**config.mk**
```make
export PLATFORM = sky130hd
export DESIGN_NAME = strap_freq_ctl
export DESIGN_NICKNAME = d
export VERILOG_FILES = /design/src/rtl/strap_pkg.sv /design/src/rtl/strap_ctl.sv /design/src/rtl/freq_sel_dp.sv /design/src/rtl/strap_freq_ctl.sv
export SDC_FILE = /design/constraint.sdc
export NUM_CORES = 1
export LEC_CHECK = 0
export BUFFER_PORTS_ARGS = -buffer_cell sky130_fd_sc_hd__clkbuf_2
export CAP_MARGIN = 20
export CORE_MARGIN = 3
export CORE_UTILIZATION = 44
export DETAILED_ROUTE_END_ITERATION = 8
export PLACE_DENSITY_LB_ADDON = 0.25
export RECOVER_POWER = 50
export SKIP_LAST_GASP = 1
export SYNTH_ARGS = -nofsm -noshare
export SYNTH_HDL_FRONTEND = slang
export SYNTH_SLANG_ARGS = --single-unit
```
**constraint.sdc**
```tcl
create_clock -name clk -period 1.5 [get_ports clk]
set_input_delay 0.3 -clock clk [delete_from_list [all_inputs] [get_ports clk]]
set_output_delay 0.3 -clock clk [all_outputs]
set_load 0.03 [all_outputs]
```
**src/rtl/strap_pkg.sv**
```systemverilog
package strap_pkg;
  parameter int STRAP_W = 6;
  parameter int CODE_W  = 4;
  parameter int CFG_W   = 8;

  localparam int MEM_BIT    = 3;
  localparam int PERIPH_BIT = 4;
  localparam int DESK_BIT   = 5;
  localparam int OVR_BIT    = 3;
  localparam int SPDN_BIT   = 7;
  localparam int SPEN_BIT   = 1;
  localparam int TRI_BIT    = 0;

  typedef struct packed {
    logic capture;
    logic live;
  } ctlStrobe_t;

  function automatic int swPos(input int idx);
    case (idx)
      3:       return 2;
      2:       return 6;
      1:       return 5;
      default: return 4;
    endcase
  endfunction
endpackage

```
**src/rtl/strap_ctl.sv**
```systemverilog
module strap_ctl
  import strap_pkg::*;
#(
  parameter int PIN_W = STRAP_W
) (
  input  logic             clk,
  input  logic             porN,
  input  logic [PIN_W-1:0] strapPins,
  output logic [PIN_W-1:0] strapQ,
  output logic [PIN_W-1:0] padOutEn,
  output ctlStrobe_t       strobe
);
  logic liveQ;

  always_ff @(posedge clk) begin
    if (!porN) strapQ <= strapPins;
  end

  always_ff @(posedge clk) begin
    liveQ <= porN;
  end

  genvar gi;
  generate
    for (gi = 0; gi < PIN_W; gi++) begin : g_dir
      logic dirQ;
      always_ff @(posedge clk) dirQ <= porN;
      assign padOutEn[gi] = dirQ;
    end
  endgenerate

  always_comb begin
    strobe.capture = !porN;
    strobe.live    = liveQ && porN;
  end
endmodule

```
**src/rtl/freq_sel_dp.sv**
```systemverilog
module freq_sel_dp
  import strap_pkg::*;
#(
  parameter int PIN_W = STRAP_W,
  parameter int CW    = CODE_W,
  parameter int BW    = CFG_W
) (
  input  logic             clk,
  input  ctlStrobe_t       strobe,
  input  logic [PIN_W-1:0] strapQ,
  input  logic [BW-1:0]    cfgByte,
  output logic [CW-1:0]    freqCode,
  output logic             codeValid,
  output logic             spreadDown,
  output logic             spreadEn,
  output logic             tristateAll,
  output logic             memSel,
  output logic             desktopMode,
  output logic             periph24
);
  localparam int FS_W = CW - 1;

  logic [CW-1:0] swCode, hwCode, effCode;
  logic          haveQ;

  genvar gi;
  generate
    for (gi = 0; gi < CW; gi++) begin : g_sw
      assign swCode[gi] = cfgByte[swPos(gi)];
    end
    for (gi = 0; gi < FS_W; gi++) begin : g_hw
      assign hwCode[gi] = strapQ[gi];
    end
  endgenerate
  assign hwCode[CW-1] = strapQ[MEM_BIT];

  assign effCode = cfgByte[OVR_BIT] ? swCode : hwCode;

  always_ff @(posedge clk) begin
    if (strobe.capture) begin
      freqCode    <= '0;
      codeValid   <= 1'b0;
      haveQ       <= 1'b0;
      spreadDown  <= 1'b0;
      spreadEn    <= 1'b0;
      tristateAll <= 1'b0;
      memSel      <= 1'b0;
      desktopMode <= 1'b0;
      periph24    <= 1'b0;
    end else if (strobe.live) begin
      freqCode    <= effCode;
      codeValid   <= !haveQ || (effCode != freqCode);
      haveQ       <= 1'b1;
      spreadDown  <= cfgByte[SPDN_BIT];
      spreadEn    <= cfgByte[SPEN_BIT];
      tristateAll <= cfgByte[TRI_BIT];
      memSel      <= strapQ[MEM_BIT];
      desktopMode <= strapQ[DESK_BIT];
      periph24    <= strapQ[PERIPH_BIT];
    end else begin
      codeValid   <= 1'b0;
    end
  end
endmodule

```
**src/rtl/strap_freq_ctl.sv**
```systemverilog
module strap_freq_ctl
  import strap_pkg::*;
(
  input  logic               clk,
  input  logic               porN,
  input  logic [STRAP_W-1:0] strapPins,
  input  logic [CFG_W-1:0]   cfgByte,
  output logic [STRAP_W-1:0] padOutEn,
  output logic [CODE_W-1:0]  freqCode,
  output logic               codeValid,
  output logic               spreadDown,
  output logic               spreadEn,
  output logic               tristateAll,
  output logic               memSel,
  output logic               desktopMode,
  output logic               periph24
);
  logic [STRAP_W-1:0] strapQ;
  ctlStrobe_t         strobe;

  strap_ctl #(.PIN_W(STRAP_W)) u_ctl (
    .clk(clk), .porN(porN), .strapPins(strapPins),
    .strapQ(strapQ), .padOutEn(padOutEn), .strobe(strobe)
  );

  freq_sel_dp #(.PIN_W(STRAP_W), .CW(CODE_W), .BW(CFG_W)) u_dp (
    .clk(clk), .strobe(strobe), .strapQ(strapQ), .cfgByte(cfgByte),
    .freqCode(freqCode), .codeValid(codeValid), .spreadDown(spreadDown),
    .spreadEn(spreadEn), .tristateAll(tristateAll), .memSel(memSel),
    .desktopMode(desktopMode), .periph24(periph24)
  );
endmodule

```
==> results.sh, run 1 <==
export IMPL_setup_slack_ns=0.228
export IMPL_power_density_nw_per_um2=1140
export IMPL_synth_top_family_by_area="multiplexers"
export IMPL_cp_end_kind="output pin"
export IMPL_timing_final_crit_share_pct=84.8
export IMPL_core_area_um2=1540
export IMPL_crit_buf_inv=1
export IMPL_total_power_mw=1.01
export IMPL_whs_ns=0.152
export IMPL_n_fill_cell=146
export IMPL_crit_slowest_cell="dfxtp_1"
export IMPL_area_growth_pct=21.8
export IMPL_final_net_count=109
export IMPL_clock_latency_ns=0.29
export IMPL_period_needed_ns=1.27
export IMPL_tightest_slew_ns=0.457
export IMPL_relSlewSlack_pct=69.5
export IMPL_hp_class="in -> reg"
export IMPL_grt_max_degree=15
export IMPL_swShare_pct=27.1
export IMPL_routedWlPerCell_um=10.5
export IMPL_final_cell_mix="clkbuf_2, dfxtp_1, nor2_1"
export IMPL_synth_compound_area_share_pct=4.95
export IMPL_grt_setup_unrepaired="false"
export IMPL_start_util_pct=47.6
export IMPL_vias=495
export IMPL_synth_area_per_cell_um2=11.6
export IMPL_grt_usage_pct=11.1
export IMPL_max_stage_delay_ns=0.44
export IMPL_p_leak_nw=0.434
export IMPL_yosysTopAreaCell="dfxtp_1"
export IMPL_dpl_cell_count=104
export IMPL_wirelength_mm=1.14
export IMPL_clk_pin_slew_ns=0.10
export IMPL_grt_pass1_wl_mm=1.73
export IMPL_first_pass_iters=2
export IMPL_cap_violations=0
export IMPL_clockPowerShare_pct=24.4
export IMPL_yosys_warnings=0
export IMPL_peakVddDrop_mv=0.548
export IMPL_crit_chain="clkbuf_2"
export IMPL_cts_sinks=19
export IMPL_p_int_mw=0.739
export IMPL_dieArea_um2=2190
export IMPL_diodes=0
export IMPL_arrival_ns=0.97
export IMPL_cts_setup_buffers=0
export IMPL_root_buffer="clkbuf_4"
export IMPL_status="finished clean"
export IMPL_die_y_um=46.8
export IMPL_layout_commonest_cell="clkbuf_2"
export IMPL_antenna_found_initial=0
export IMPL_synthCells=63
export IMPL_fin_cells=108
export IMPL_synthAdderAreaFrac_pct=0
export IMPL_ioPinCount=33
export IMPL_synth_mux_area_share_pct=13.7
export IMPL_ys_seq_elements=19
export IMPL_drtIter0Drc=3
export IMPL_drc_errors=0
export IMPL_placementRows=14
export IMPL_cts_tree="built"
export IMPL_cts_buffer_depth=2
export IMPL_ant_nets=0
export IMPL_synthDistinctLibCells=15
export IMPL_ctsHtreeMaxLevel=1
export IMPL_seq_area_frac_synth_pct=60.1
export IMPL_cts_resized=0
export IMPL_cp_start_kind="register"
export IMPL_yosysTopAreaCellShare_pct=35.5
export IMPL_finalSetupTns_ns=0
export IMPL_gp_congestion=0.644
export IMPL_grt_pass1_vias=405
export IMPL_skew_ns=0.00556
export IMPL_critical_path_top_delay_family="flip-flops"
export IMPL_synth_area_um2=733
export IMPL_port_buffers=32
export IMPL_critPathRequiredTime_ns=1.20
export IMPL_final_hold_viol_count=0
export IMPL_dieWidth_um=46.8
export IMPL_cts_made_buffers=3
export IMPL_drive_gt1_share_pct=39.1
export IMPL_max_freq_ghz=0.786
export IMPL_p_comb_share_pct=17.7
export IMPL_slew_viol_final=0
export IMPL_synth_xor_area_share_pct=4.78
export IMPL_power_switching_mw=0.275
export IMPL_grt_overflow=0
export IMPL_dpl_worst_slack_ns=0.263
export IMPL_critPathMaxFanout=8
export IMPL_setup_violations=0
export IMPL_p_seq_share_pct=57.9
export IMPL_critPathKind="reg -> out"
export IMPL_yosys_top_cells_area="dfxtp_1, edfxtp_1, mux2i_1"
export IMPL_viasPerCell=4.58
export IMPL_synth_simple_area_share_pct=7.34
export IMPL_cts_hold_buf=0
export IMPL_syn_nets=79
==> synth_stat cells (all sizes together) <==
cell type,instances
edfxtp,6
xor2,1
a211oi,4
nor3,1
a31oi,1
buf,8
clkbuf,2
dfxtp,13
inv,1
mux2i,10
xnor2,3
nand2,1
nor2,12
==> worst register-to-register path, stage by stage (launching register included) <==
cell	delay, ns
dfxtp_1	0.44
clkbuf_1	0.27
mux2i_1	0.22
nor2_1	0.05
==> power by group through the flow <==
| stage | Clock, mW | Combinational [mW] | Sequential, mW |
|---|---|---|---|
| 2_1_floorplan | 0 | 0.0967 | 0.637 |
| 3_3_place_gp | 0 | 0.181 | 0.599 |
| 3_5_place_dp | 0 | 0.183 | 0.600 |
| 4_1_cts | 0.260 | 0.184 | 0.588 |
| 5_1_grt | 0.271 | 0.197 | 0.592 |
| 6_report | 0.248 | 0.180 | 0.587 |
==> registers in the layout, summed over array words and instances (netlist names) <==
signal / cells
u_dp.desktopMode: 1
u_dp.haveQ: 1
u_dp.codeValid: 1
u_dp.tristateAll: 1
u_dp.freqCode: 4
u_dp.memSel: 1
u_ctl.liveQ: 1
u_ctl.strapQ: 6
u_dp.spreadEn: 1
u_dp.periph24: 1
u_dp.spreadDown: 1
==> worst paths after layout <==
| check | startpoint | endpoint | slack [ns] | cells after the start |
|---|---|---|---|---|
| max | u_ctl.liveQ | padOutEn[0] | 0.23 | 1 |
| min | porN | u_ctl.liveQ | 0.15 | 1 |
| max reg2reg | u_ctl.liveQ | u_dp.periph24 | 0.40 | 3 |
| min reg2reg | u_dp.haveQ | u_dp.codeValid | 0.46 | 1 |
==> kinds of logic (layout without fill, tap and decap cells) <==
kind of cell    count (synthesis)  after routing
flops                          19             19
simple gates                   14             14
buf+inv                        11             40
mux                            10             10
compound gates                  5              5
xor+xnor                        4              4
==> stage by stage <==
step	utilization (%)	cell area [um2]
floorplan	-	733
global placement	56.6	872
detailed placement	56.6	872
CTS	58.3	898
global route	58.0	893
finish	58.0	893
==> layer usage <==
| layer | up-vias | routed length [um] | track usage (%) |
|---|---|---|---|
| li1 | 265 | - | - |
| met5 | - | 0 | 0 |
| met1 | 209 | 517 | 14.7 |
| met2 | 19 | 512 | 16.8 |
| met4 | 0 | 11 | 6.63 |
| met3 | 2 | 94 | 2.30 |
==> area by class of cell <==
type / instances / area, um2 / area share (%)
clock buffer: 4 / 26.3 / 2.94
inverter: 1 / 3.75 / 0.420
multi-input combinational: 33 / 225 / 25.2
sequential: 19 / 440 / 49.3
tap: 16 / 20.0 / 2.24
timing repair buffer: 35 / 178 / 19.9
No activity file was read; power rests on OpenSTA's default activity.
==> inputs of run 2 (changes only) <==
clock period = 1.2 ns   (was 1.5 ns; I/O delays follow)
==> run 2 against run 1 <==
- die area is the same
- wire length up 7.0%
- critical path depth is the same
- via count rose by 5.7%
- hold slack got worse by 0.064 ns
- sequential power is 25% higher
==> results.sh, run 2 (same netlist as run 1, synthesis figures left out) <==
export IMPL_wirelength_mm=1.21
export IMPL_n_fill_cell=142
export IMPL_grt_setup_unrepaired="false"
export IMPL_grt_overflow=0
export IMPL_crit_buf_inv=1
export IMPL_multi_input_area_um2=229
export IMPL_gp_congestion=0.660
export IMPL_drive_gt1_share_pct=39.8
export IMPL_final_util_pct=58.1
export IMPL_p_comb_share_pct=17.9
export IMPL_regArea_um2=442
export IMPL_cts_made_buffers=3
export IMPL_finalSetupTns_ns=0
export IMPL_routedWlPerCell_um=11.1
export IMPL_crit_slowest_cell="dfxtp_1"
export IMPL_cp_start_kind="register"
export IMPL_drc_errors=0
export IMPL_grt_pass1_vias=479
export IMPL_diodes=0
export IMPL_ioPinCount=33
export IMPL_hp_class="in -> reg"
export IMPL_antenna_found_initial=0
export IMPL_slew_viol_final=0
export IMPL_drtIter0Drc=2
export IMPL_peakVddDrop_mv=0.806
export IMPL_start_util_pct=47.6
export IMPL_critical_path_top_delay_family="flip-flops"
export IMPL_viasPerCell=4.80
export IMPL_port_buffers=32
export IMPL_grt_pass1_wl_mm=2.03
export IMPL_cp_end_kind="output pin"
export IMPL_tightest_slew_ns=0.329
export IMPL_relSlewSlack_pct=78.0
export IMPL_cts_sinks=19
export IMPL_max_stage_delay_ns=0.39
export IMPL_placementRows=14
export IMPL_largest_register_ffs=6
export IMPL_dieWidth_um=46.8
export IMPL_clockPowerShare_pct=24.1
export IMPL_clk_pin_slew_ns=0.10
export IMPL_hpwl_mm=1.00
export IMPL_p_seq_share_pct=58.0
export IMPL_first_pass_iters=5
export IMPL_top_regs="u_ctl.strapQ x6, u_dp.freqCode x4"
export IMPL_power_switching_mw=0.344
export IMPL_timing_final_crit_share_pct=94.7
export IMPL_p_leak_nw=0.428
export IMPL_skew_ns=0.00105
export IMPL_final_net_count=110
export IMPL_core_area_um2=1540
export IMPL_clock_latency_ns=0.28
export IMPL_setup_violations=0
export IMPL_ant_nets=0
export IMPL_critPathRequiredTime_ns=0.96
export IMPL_final_cell_mix="clkbuf_2, nor2_1, dfxtp_1"
export IMPL_cts_setup_buffers=0
export IMPL_grt_max_degree=13
export IMPL_root_buffer="clkbuf_4"
export IMPL_crit_chain="clkbuf_2"
export IMPL_period_needed_ns=1.14
export IMPL_dieArea_um2=2190
export IMPL_cts_buffer_depth=2
export IMPL_critPathKind="reg -> out"
export IMPL_max_freq_ghz=0.880
export IMPL_vias=523
export IMPL_ctsHtreeMaxLevel=1
export IMPL_area_growth_pct=22.2
export IMPL_grt_usage_pct=13.6
export IMPL_arrival_ns=0.90
export IMPL_cap_violations=0
export IMPL_critPathMaxFanout=3
export IMPL_power_density_nw_per_um2=1420
export IMPL_layout_commonest_cell="clkbuf_2"
export IMPL_final_hold_viol_count=0
export IMPL_cts_tree="built"
export IMPL_swShare_pct=27.1
export IMPL_regMostFlops="u_ctl.strapQ"
export IMPL_die_y_um=46.8
export IMPL_p_int_mw=0.925
export IMPL_status="finished clean"
run 2: cell types whose count changed in the layout (fill, tap and decap cells not counted), sizes merged:
cell	previous run	this run
buf	2	3
run 2: per-stage QoR:
step | setup slack, ns | hold slack (ns) | total power, mW | cells | instance area (um2)
3_5_place_dp | 0.0150 | 0.379 | 0.983 | 105 | 880
2_1_floorplan | 0.0248 | 0.268 | 0.917 | 63 | 733
6_report | 0.0637 | 0.0874 | 1.27 | 109 | 896
5_1_grt | 0.00526 | 0.0819 | 1.33 | 109 | 896
4_1_cts | 0.0324 | 0.0703 | 1.29 | 109 | 907
3_3_place_gp | 0.0408 | 0.376 | 0.978 | 105 | 880
run 2: what timing repair did:
item,in CTS,in global routing
hold buffers,0,0
gates resized for setup,1,4
setup endpoints to repair,6,7
run 2: per-layer routing:
layer  vias up  part of all wire (%)  GRT usage [%]
met3         2                   7.3           4.60
met1       234                    44           18.0
met5         -                     0              0
met2        19                    48           19.8
met4         0                  0.41           6.63
li1        268                     -              -
run 2: final timing paths:
check	cells after the start	end	from	slack, ns
setup reg to reg	4	u_dp.codeValid	u_ctl.strapQ[2]	0.12
hold reg to reg	1	u_dp.codeValid	u_dp.haveQ	0.46
hold / removal	1	u_ctl.liveQ	porN	0.09
setup / recovery	1	freqCode[3]	u_dp.freqCode[3]	0.06
run 2: area by class of cell:
class | count | area share, %
Inverter | 1 | 0.419
Tap cell | 16 | 2.23
Sequential cell | 19 | 49.3
Clock buffer | 4 | 2.93
Multi-Input combinational cell | 33 | 25.6
Timing Repair Buffer | 36 | 19.6
run 2: power by group through the flow:
stage	Clock, mW	Combinational (mW)	Sequential (mW)
after floorplan	0	0.121	0.797
after global placement	0	0.229	0.749
after detailed placement	0	0.233	0.751
after CTS	0.320	0.234	0.736
after global routing	0.340	0.250	0.742
final	0.305	0.227	0.736
